`config.mk`:
```
export PLATFORM = sky130hd
export DESIGN_NAME = out_delay_stage
export DESIGN_NICKNAME = d
export VERILOG_FILES = /design/src/rtl/delay_pkg.sv /design/src/rtl/preset_check.sv /design/src/rtl/delay_counter.sv /design/src/rtl/pct_calc.sv /design/src/rtl/out_delay_stage.sv
export SDC_FILE = /design/constraint.sdc
export NUM_CORES = 2
export LEC_CHECK = 0
export BUFFER_PORTS_ARGS = -buffer_cell sky130_fd_sc_hd__buf_2
export CORE_UTILIZATION = 60
export DETAILED_ROUTE_END_ITERATION = 10
export GPL_TIMING_DRIVEN = 0
export PLACE_DENSITY = 0.91
export SYNTH_ARGS = -nofsm -noshare
export SYNTH_HDL_FRONTEND = slang
export SYNTH_SLANG_ARGS = --single-unit
```
`constraint.sdc`:
```
create_clock -name clk_i -period 196.5 [get_ports clk_i]
set_input_delay 29.475 -clock clk_i [delete_from_list [all_inputs] [get_ports clk_i]]
set_output_delay 29.475 -clock clk_i [all_outputs]
set_load 0.01 [all_outputs]
```
`src/rtl/delay_pkg.sv`:
```
package delay_pkg;
  localparam int unsigned CNT_W = 32;
  localparam int unsigned PCT_W = 8;
  localparam int unsigned PCT_FULL = 100;
  localparam longint unsigned SEC_LIMIT = 64'd2147483;
endpackage

```
`src/rtl/preset_check.sv`:
```
module preset_check
  import delay_pkg::*;
#(
  parameter longint unsigned TICKS_PER_SEC = 1000
) (
  input  logic [CNT_W-1:0] on_raw_i,
  input  logic [CNT_W-1:0] off_raw_i,
  output logic [CNT_W-1:0] on_eff_o,
  output logic [CNT_W-1:0] off_eff_o,
  output logic             err_o
);
  localparam longint unsigned LIMIT_L = SEC_LIMIT * TICKS_PER_SEC;
  localparam longint unsigned CAP_L   = (LIMIT_L > 64'hFFFF_FFFF) ? 64'hFFFF_FFFF : LIMIT_L;
  localparam logic [CNT_W-1:0] LIMIT  = CAP_L[CNT_W-1:0];

  logic on_bad, off_bad;

  always_comb begin
    on_bad    = on_raw_i > LIMIT;
    off_bad   = off_raw_i > LIMIT;
    on_eff_o  = on_bad ? LIMIT : on_raw_i;
    off_eff_o = off_bad ? LIMIT : off_raw_i;
    err_o     = on_bad | off_bad;
  end

  always_comb begin
    p_eff_in_range_r10: assert (on_eff_o <= LIMIT && off_eff_o <= LIMIT);
  end
endmodule

```
`src/rtl/delay_counter.sv`:
```
module delay_counter
  import delay_pkg::*;
(
  input  logic             clk_i,
  input  logic             rst_ni,
  input  logic             tick_i,
  input  logic             clr_i,
  input  logic             raw_i,
  input  logic [CNT_W-1:0] on_ticks_i,
  input  logic [CNT_W-1:0] off_ticks_i,
  output logic             out_o,
  output logic [CNT_W-1:0] elapsed_o,
  output logic [CNT_W-1:0] preset_o,
  output logic             active_o
);
  logic             out_q;
  logic [CNT_W-1:0] cnt_q;
  logic [CNT_W-1:0] sel;
  logic             differ;

  always_comb begin
    sel      = out_q ? off_ticks_i : on_ticks_i;
    differ   = raw_i ^ out_q;
    active_o = !clr_i && differ && (sel != '0);
  end

  always_ff @(posedge clk_i or negedge rst_ni) begin
    if (!rst_ni) begin
      out_q <= 1'b0;
      cnt_q <= '0;
    end else if (clr_i) begin
      out_q <= 1'b0;
      cnt_q <= '0;
    end else if (!differ) begin
      cnt_q <= '0;
    end else if (sel == '0) begin
      out_q <= raw_i;
      cnt_q <= '0;
    end else if (tick_i) begin
      if (cnt_q == sel - 1'b1) begin
        out_q <= raw_i;
        cnt_q <= '0;
      end else begin
        cnt_q <= cnt_q + 1'b1;
      end
    end
  end

  assign out_o     = out_q;
  assign elapsed_o = cnt_q;
  assign preset_o  = sel;

  p_rise_follows_raw_r2: assert property (@(posedge clk_i) disable iff (!rst_ni)
    $rose(out_q) |-> $past(raw_i && !clr_i));
  p_fall_follows_raw_r3: assert property (@(posedge clk_i) disable iff (!rst_ni)
    $fell(out_q) |-> $past(!raw_i || clr_i));
  p_restart_r5: assert property (@(posedge clk_i) disable iff (!rst_ni)
    (!clr_i && !differ) |=> (cnt_q == '0) && $stable(out_q));
  p_no_tick_hold_r6: assert property (@(posedge clk_i) disable iff (!rst_ni)
    (!tick_i && active_o) |=> $stable(out_q) && $stable(cnt_q));
  p_clear_r8: assert property (@(posedge clk_i) disable iff (!rst_ni)
    clr_i |=> !out_q && (cnt_q == '0));
endmodule

```
`src/rtl/pct_calc.sv`:
```
module pct_calc
  import delay_pkg::*;
(
  input  logic [CNT_W-1:0] elapsed_i,
  input  logic [CNT_W-1:0] preset_i,
  input  logic             active_i,
  output logic [PCT_W-1:0] pct_o
);
  localparam int unsigned PROD_W = CNT_W + 7;

  logic [PROD_W-1:0] prod;
  logic [PROD_W-1:0] quot;

  always_comb begin
    prod = PROD_W'(elapsed_i) * PROD_W'(PCT_FULL);
    quot = (preset_i != '0) ? prod / PROD_W'(preset_i) : '0;
    if (!active_i)                    pct_o = '0;
    else if (quot > PROD_W'(PCT_FULL)) pct_o = PCT_W'(PCT_FULL);
    else                              pct_o = quot[PCT_W-1:0];
  end

  always_comb begin
    p_pct_bound_r7: assert (pct_o <= PCT_W'(PCT_FULL));
  end
endmodule

```
`src/rtl/out_delay_stage.sv`:
```
module out_delay_stage
  import delay_pkg::*;
#(
  parameter longint unsigned TICKS_PER_SEC = 1000
) (
  input  logic             clk_i,
  input  logic             rst_ni,
  input  logic             tick_i,
  input  logic             en_i,
  input  logic             init_i,
  input  logic             raw_i,
  input  logic [CNT_W-1:0] on_preset_i,
  input  logic [CNT_W-1:0] off_preset_i,
  output logic             out_o,
  output logic [PCT_W-1:0] pct_o,
  output logic             preset_err_o
);
  logic [CNT_W-1:0] on_eff, off_eff, elapsed, preset_sel;
  logic             active, clr;

  assign clr = !en_i || init_i;

  preset_check #(.TICKS_PER_SEC(TICKS_PER_SEC)) u_chk (
    .on_raw_i (on_preset_i),
    .off_raw_i(off_preset_i),
    .on_eff_o (on_eff),
    .off_eff_o(off_eff),
    .err_o    (preset_err_o)
  );

  delay_counter u_cnt (
    .clk_i      (clk_i),
    .rst_ni     (rst_ni),
    .tick_i     (tick_i),
    .clr_i      (clr),
    .raw_i      (raw_i),
    .on_ticks_i (on_eff),
    .off_ticks_i(off_eff),
    .out_o      (out_o),
    .elapsed_o  (elapsed),
    .preset_o   (preset_sel),
    .active_o   (active)
  );

  pct_calc u_pct (
    .elapsed_i(elapsed),
    .preset_i (preset_sel),
    .active_i (active),
    .pct_o    (pct_o)
  );

  p_zero_pass_r4: assert property (@(posedge clk_i) disable iff (!rst_ni)
    (en_i && !init_i && (raw_i != out_o) && (preset_sel == '0)) |=> (out_o == $past(raw_i)));
  p_idle_pct_r7: assert property (@(posedge clk_i) disable iff (!rst_ni)
    (raw_i == out_o) |-> (pct_o == '0));
  p_init_clear_r9: assert property (@(posedge clk_i) disable iff (!rst_ni)
    init_i |=> !out_o);
endmodule

```
==> results.yml, run 1 <==
cts:
  root_buffer: "clkbuf_16"
  numCtsBuffers: 5
  clockBufferDepth: 2
  cts_max_level: 2
  clock-sinks: 33
  hold_buffers: 0
yosys:
  ys_seq_area_share_pct: 1.343
  synth.top_cells.by_area: "ha_1, xnor2_1, a21oi_1, nor2_1, a21o_1"
  synth_top_area_cell: "ha_1"
  yosysWarnings: 0
  synth_area_um2: 61500
  async_flop_share_pct: 100.0
  synth_top_area_share_pct: 17.46
  avgSynthCellArea_um2: 6.922
  synth-edff-count: 0
  yosys_register_bits: 33
  synth_top_flop_cell: "dfrtp_1"
  synth_cells: 8884
  synthDistinctLibCells: 159
run_status:
  status: "stopped before the end"
  haltStage: "global routing"
  firstError: "[ERROR GRT-0232] Routing congestion too high. Check the congestion heatmap in the GUI."
place:
  io_buffers: 78
  place_ws_ns: -25.94
  gp_congestion: 1.053
  place_hpwl_um: 218200
floorplan:
  rows: 117
  dieHeight_um: 322.2
  die_w_um: 322.2
  start_util_pct: 60.45
  io_pins: 80
global_routing:
  grt_max_degree: 38
  grt-ovfl-total: 655
  grt_usage_pct: 79.79
timing:
  worst_path_end_type: "primary output"
  repair-timing-grt-worst-ep: "pct_o[3]"
## stage by stage
stage	utilization [%]	area (um^2)	hold WS (ns)	cells
2_1_floorplan	-	62780	0.5028	8891
3_3_place_gp	63.77	64880	0.5476	10337
3_5_place_dp	65.04	66170	0.5643	10387
4_1_cts	73.26	74530	0.5719	11036
## repair_timing
| item | in CTS |
|---|---|
| gates cloned | 1 |
| pin swaps | 372 |
| buffers inserted | 643 |
| resized for setup | 658 |
| setup endpoints to repair | 7 |
## per-layer routing
layer	GRT overflow	GRT usage (%)
met1	52	82.90
met4	170	71.60
met5	11	44.72
met3	51	66.38
met2	371	93.47
## synth_stat cells (all sizes together), types with 23 or more instances
master and count:
a21oi 1097, nor2 1002, ha 858, xnor2 630, o21ai 519, a21o 490
nand2 487, inv 420, xor2 284, nand3 218, nor3 217, nand4 200
nand2b 181, o21a 181, o21bai 175, mux2 170, buf 152, nor2b 123
clkbuf 120, nor4 95, and2 83, or3 83, and3 78, a211oi 59
or2 58, a31oi 56, o211ai 52, and4 50, o31ai 49, or4 41
dfrtp 33, mux2i 33, a2111oi 30, fa 28, o22ai 28, a21boi 27
nor4b 26, o2111ai 24, a211o 23
## cell families after synthesis
family,Yosys count,share of synthesized area [%]
AO/OA/AOI/OAI,3097,32.97
AND/OR/NAND/NOR,3048,25.32
XOR/XNOR,914,13.10
adder cells (fa/ha/maj),889,18.42
buffers and inverters,698,5.164
multiplexers,203,3.668
flip-flops,33,1.343
other,2,0.01221
==> run 2, diff against run 1 <==
- CORE_UTILIZATION: 60 -> 40
- PLACE_DENSITY: 0.91 -> unset
- PLACE_DENSITY_LB_ADDON: unset -> 0.15
- clock period: 196.5 -> 255.5 ns (I/O delays scaled with it)
==> results.yml, run 2 <==
cells_and_area:
  fillCellCount: 15855
  largest_reg_flops: 32
  nNetsFinal: 10022
  drive_above_1_share_pct: 9.573
  fin_cells: 11104
  fin_area_um2: 67030
  final_common_cell: "a21oi_1"
  syn_to_final_growth_pct: 9.001
  layout_common_cells: "a21oi_1, nor2_1, ha_1"
cts:
  numCtsBuffers: 5
  cts_tree: "built"
  hold_buffers: 0
  path_clk_slew_ns: 0.06
  cts_max_level: 2
  clock-sinks: 33
  clk_latency_ns: 0.31
  clockBufferDepth: 2
  root_buffer: "clkbuf_16"
yosys:
  synth.most_common_cell: "a21oi_1"
  avgSynthCellArea_um2: 6.922
  synth_area_um2: 61500
  async_flop_share_pct: 100.0
  yosys_register_bits: 33
  synth.top_cells.by_area: "ha_1, xnor2_1, a21oi_1, nor2_1, a21o_1"
  ys_seq_area_share_pct: 1.343
  synthTopCellsByCount: "a21oi_1, nor2_1, ha_1"
  synth-simple-area-share_pct: 25.32
  synth_xor_area_share_pct: 13.10
  yosysWarnings: 0
  synth_top_family_by_area: "compound AO/OA/AOI/OAI gates"
  synth-compound-area-share_pct: 32.97
  synthMuxAreaShare_pct: 3.668
  synthDistinctLibCells: 159
  synth_top_area_share_pct: 17.46
  synth_top_flop_cell: "dfrtp_1"
  synth_top_area_cell: "ha_1"
  synth_adder_area_share_pct: 18.42
  synth-edff-count: 0
  synth_cells: 8884
place:
  dp_cells: 11051
  place_hpwl_um: 216400
  placed_cell_area_um2: 65730
  io_buffers: 78
  place_ws_ns: -5.888
  gp_congestion: 1.001
worst_setup_path:
  arrival_ns: 205.63
  critical_path_class: "input port to output pin"
  path_delay_family: "compound AO/OA/AOI/OAI gates"
  end_kind: "output pin"
  cpMostUsedCell: "a21o_1"
  crit_path_max_incr_delay_ns: 1.05
  cp_num_buf_inv: 163
  required_ns: 217.18
  cp_max_fo: 19
  slowest_stage: "o311ai_1"
  cp-start-kind: "input port"
floorplan:
  dieArea_um2: 155300
  core_um2: 152300
  dieHeight_um: 394.1
  io_pins: 80
  rows: 143
  die_w_um: 394.1
  start_util_pct: 40.39
power:
  power_leakage_nw: 32.64
  total_power_w: 0.00005129
  powerDensity_nw_per_um2: 0.7652
  ir_drop_v: 0.000003169
global_routing:
  grt_pass1_wl_um: 388500
  grt_pass1_vias: 65251
  grt_max_degree: 39
  grt_usage_pct: 31.60
  grt-ovfl-total: 0
  antenna_found_initial: 15
route:
  ant_nets: 0
  avgRoutedWirePerCell_um: 23.37
  drc: 0
  firstDrtPassIters: 6
  vias: 69383
  first_iter_violations: 5714
  viasPerCell: 6.248
  wl_um: 259400
timing:
  fmax_mhz: 4.099
  fin_worst_skew_ns: 0.02163
  final.setup.tns_ns: 0
  timing.final.crit_share_pct: 95.48
  worst_slew_pin_slew_ns: 1.482
  relSlewSlack_pct: 0.6864
  period_minus_slack_ns: 243.95
  report.final.hold_viol_count: 0
  drv_slew: 0
  setup_slack_ns: 11.55
  setup_viol: 0
hold_path:
  hp-class: "register to register"
job:
  maxCapViolations: 1
run_status:
  violations: "capacitance limit"
  status: "finished, violations left"
==> run 2: cell counts after synthesis <==
Identical to the previous run, type by type.
==> run 2: final timing paths <==
| path | start | end | slack (ns) | cells after the start |
|---|---|---|---|---|
| setup / recovery | on_preset_i[27] | pct_o[3] | 11.55 | 1117 |
| setup reg to reg | u_cnt.out_o$_DFFE_PN0P_ | u_cnt.elapsed_o[25]$_DFFE_PN0P_ | 247.33 | 22 |
| max in group asynchronous | rst_ni | u_cnt.elapsed_o[0]$_DFFE_PN0P_ | 216.74 | 1 |
| hold / removal | u_cnt.elapsed_o[12]$_DFFE_PN0P_ | u_cnt.elapsed_o[12]$_DFFE_PN0P_ | 0.58 | 1 |
| hold reg to reg | u_cnt.elapsed_o[12]$_DFFE_PN0P_ | u_cnt.elapsed_o[12]$_DFFE_PN0P_ | 0.58 | 1 |
| min in group asynchronous | rst_ni | u_cnt.out_o$_DFFE_PN0P_ | 38.11 | 1 |
==> run 2: what timing repair did <==
| action | CTS | global route |
|---|---|---|
| pin swaps | 2 | 23 |
| setup endpoints to repair | 6 | 7 |
| setup buffers | 3 | 40 |
| gates resized for setup | 37 | 246 |
==> run 2: routing by layer <==
| metal | routed length, um | vias up | track usage, % |
|---|---|---|---|
| met4 | 10720 | 12 | 11.17 |
| met2 | 115900 | 2507 | 51.96 |
| met3 | 19490 | 465 | 4.344 |
| li1 | - | 33338 | - |
| met1 | 113300 | 33061 | 41.83 |
| met5 | 80 | - | 0 |
==> run 2: per-stage QoR <==
| step | hold slack, ns | util [%] |
|---|---|---|
| floorplan | 0.5028 | - |
| global placement | 0.5640 | 42.33 |
| detailed placement | 0.5850 | 43.17 |
| CTS | 0.5920 | 43.41 |
| global route | 0.6079 | 44.01 |
| finish | 0.5832 | 44.02 |
==> run 2: cell type report <==
cell class	count	area [um^2]	share of cell area, %
Antenna cell	7	17.52	0.02613
Buffer	270	1664	2.483
Clock buffer	5	125.1	0.1867
Clock inverter	3	65.06	0.09706
Inverter	422	1599	2.385
Multi-Input combinational cell	8160	58510	87.28
Sequential cell	33	825.8	1.232
Tap cell	2030	2540	3.789
Timing Repair Buffer	174	1688	2.518
==> run 2: report_power, final <==
part	switching (W)	internal, W	leakage, nW
clock	0.00000302	0.00000559	0.0938
sequential	0.0000000238	0.00000523	0.461
combinational	0.0000236	0.0000138	32.1
==> run 2: cell families (layout without fill, tap and decap cells) <==
group	after synthesis	after routing
adder cells (fa/ha/maj)	889	889
XOR/XNOR	914	914
other	2	16
multiplexers	203	203
buffers and inverters	698	874
AO/OA/AOI/OAI	3097	3097
flip-flops	33	33
AND/OR/NAND/NOR	3048	3048
No activity file was read; power rests on OpenSTA's default activity.
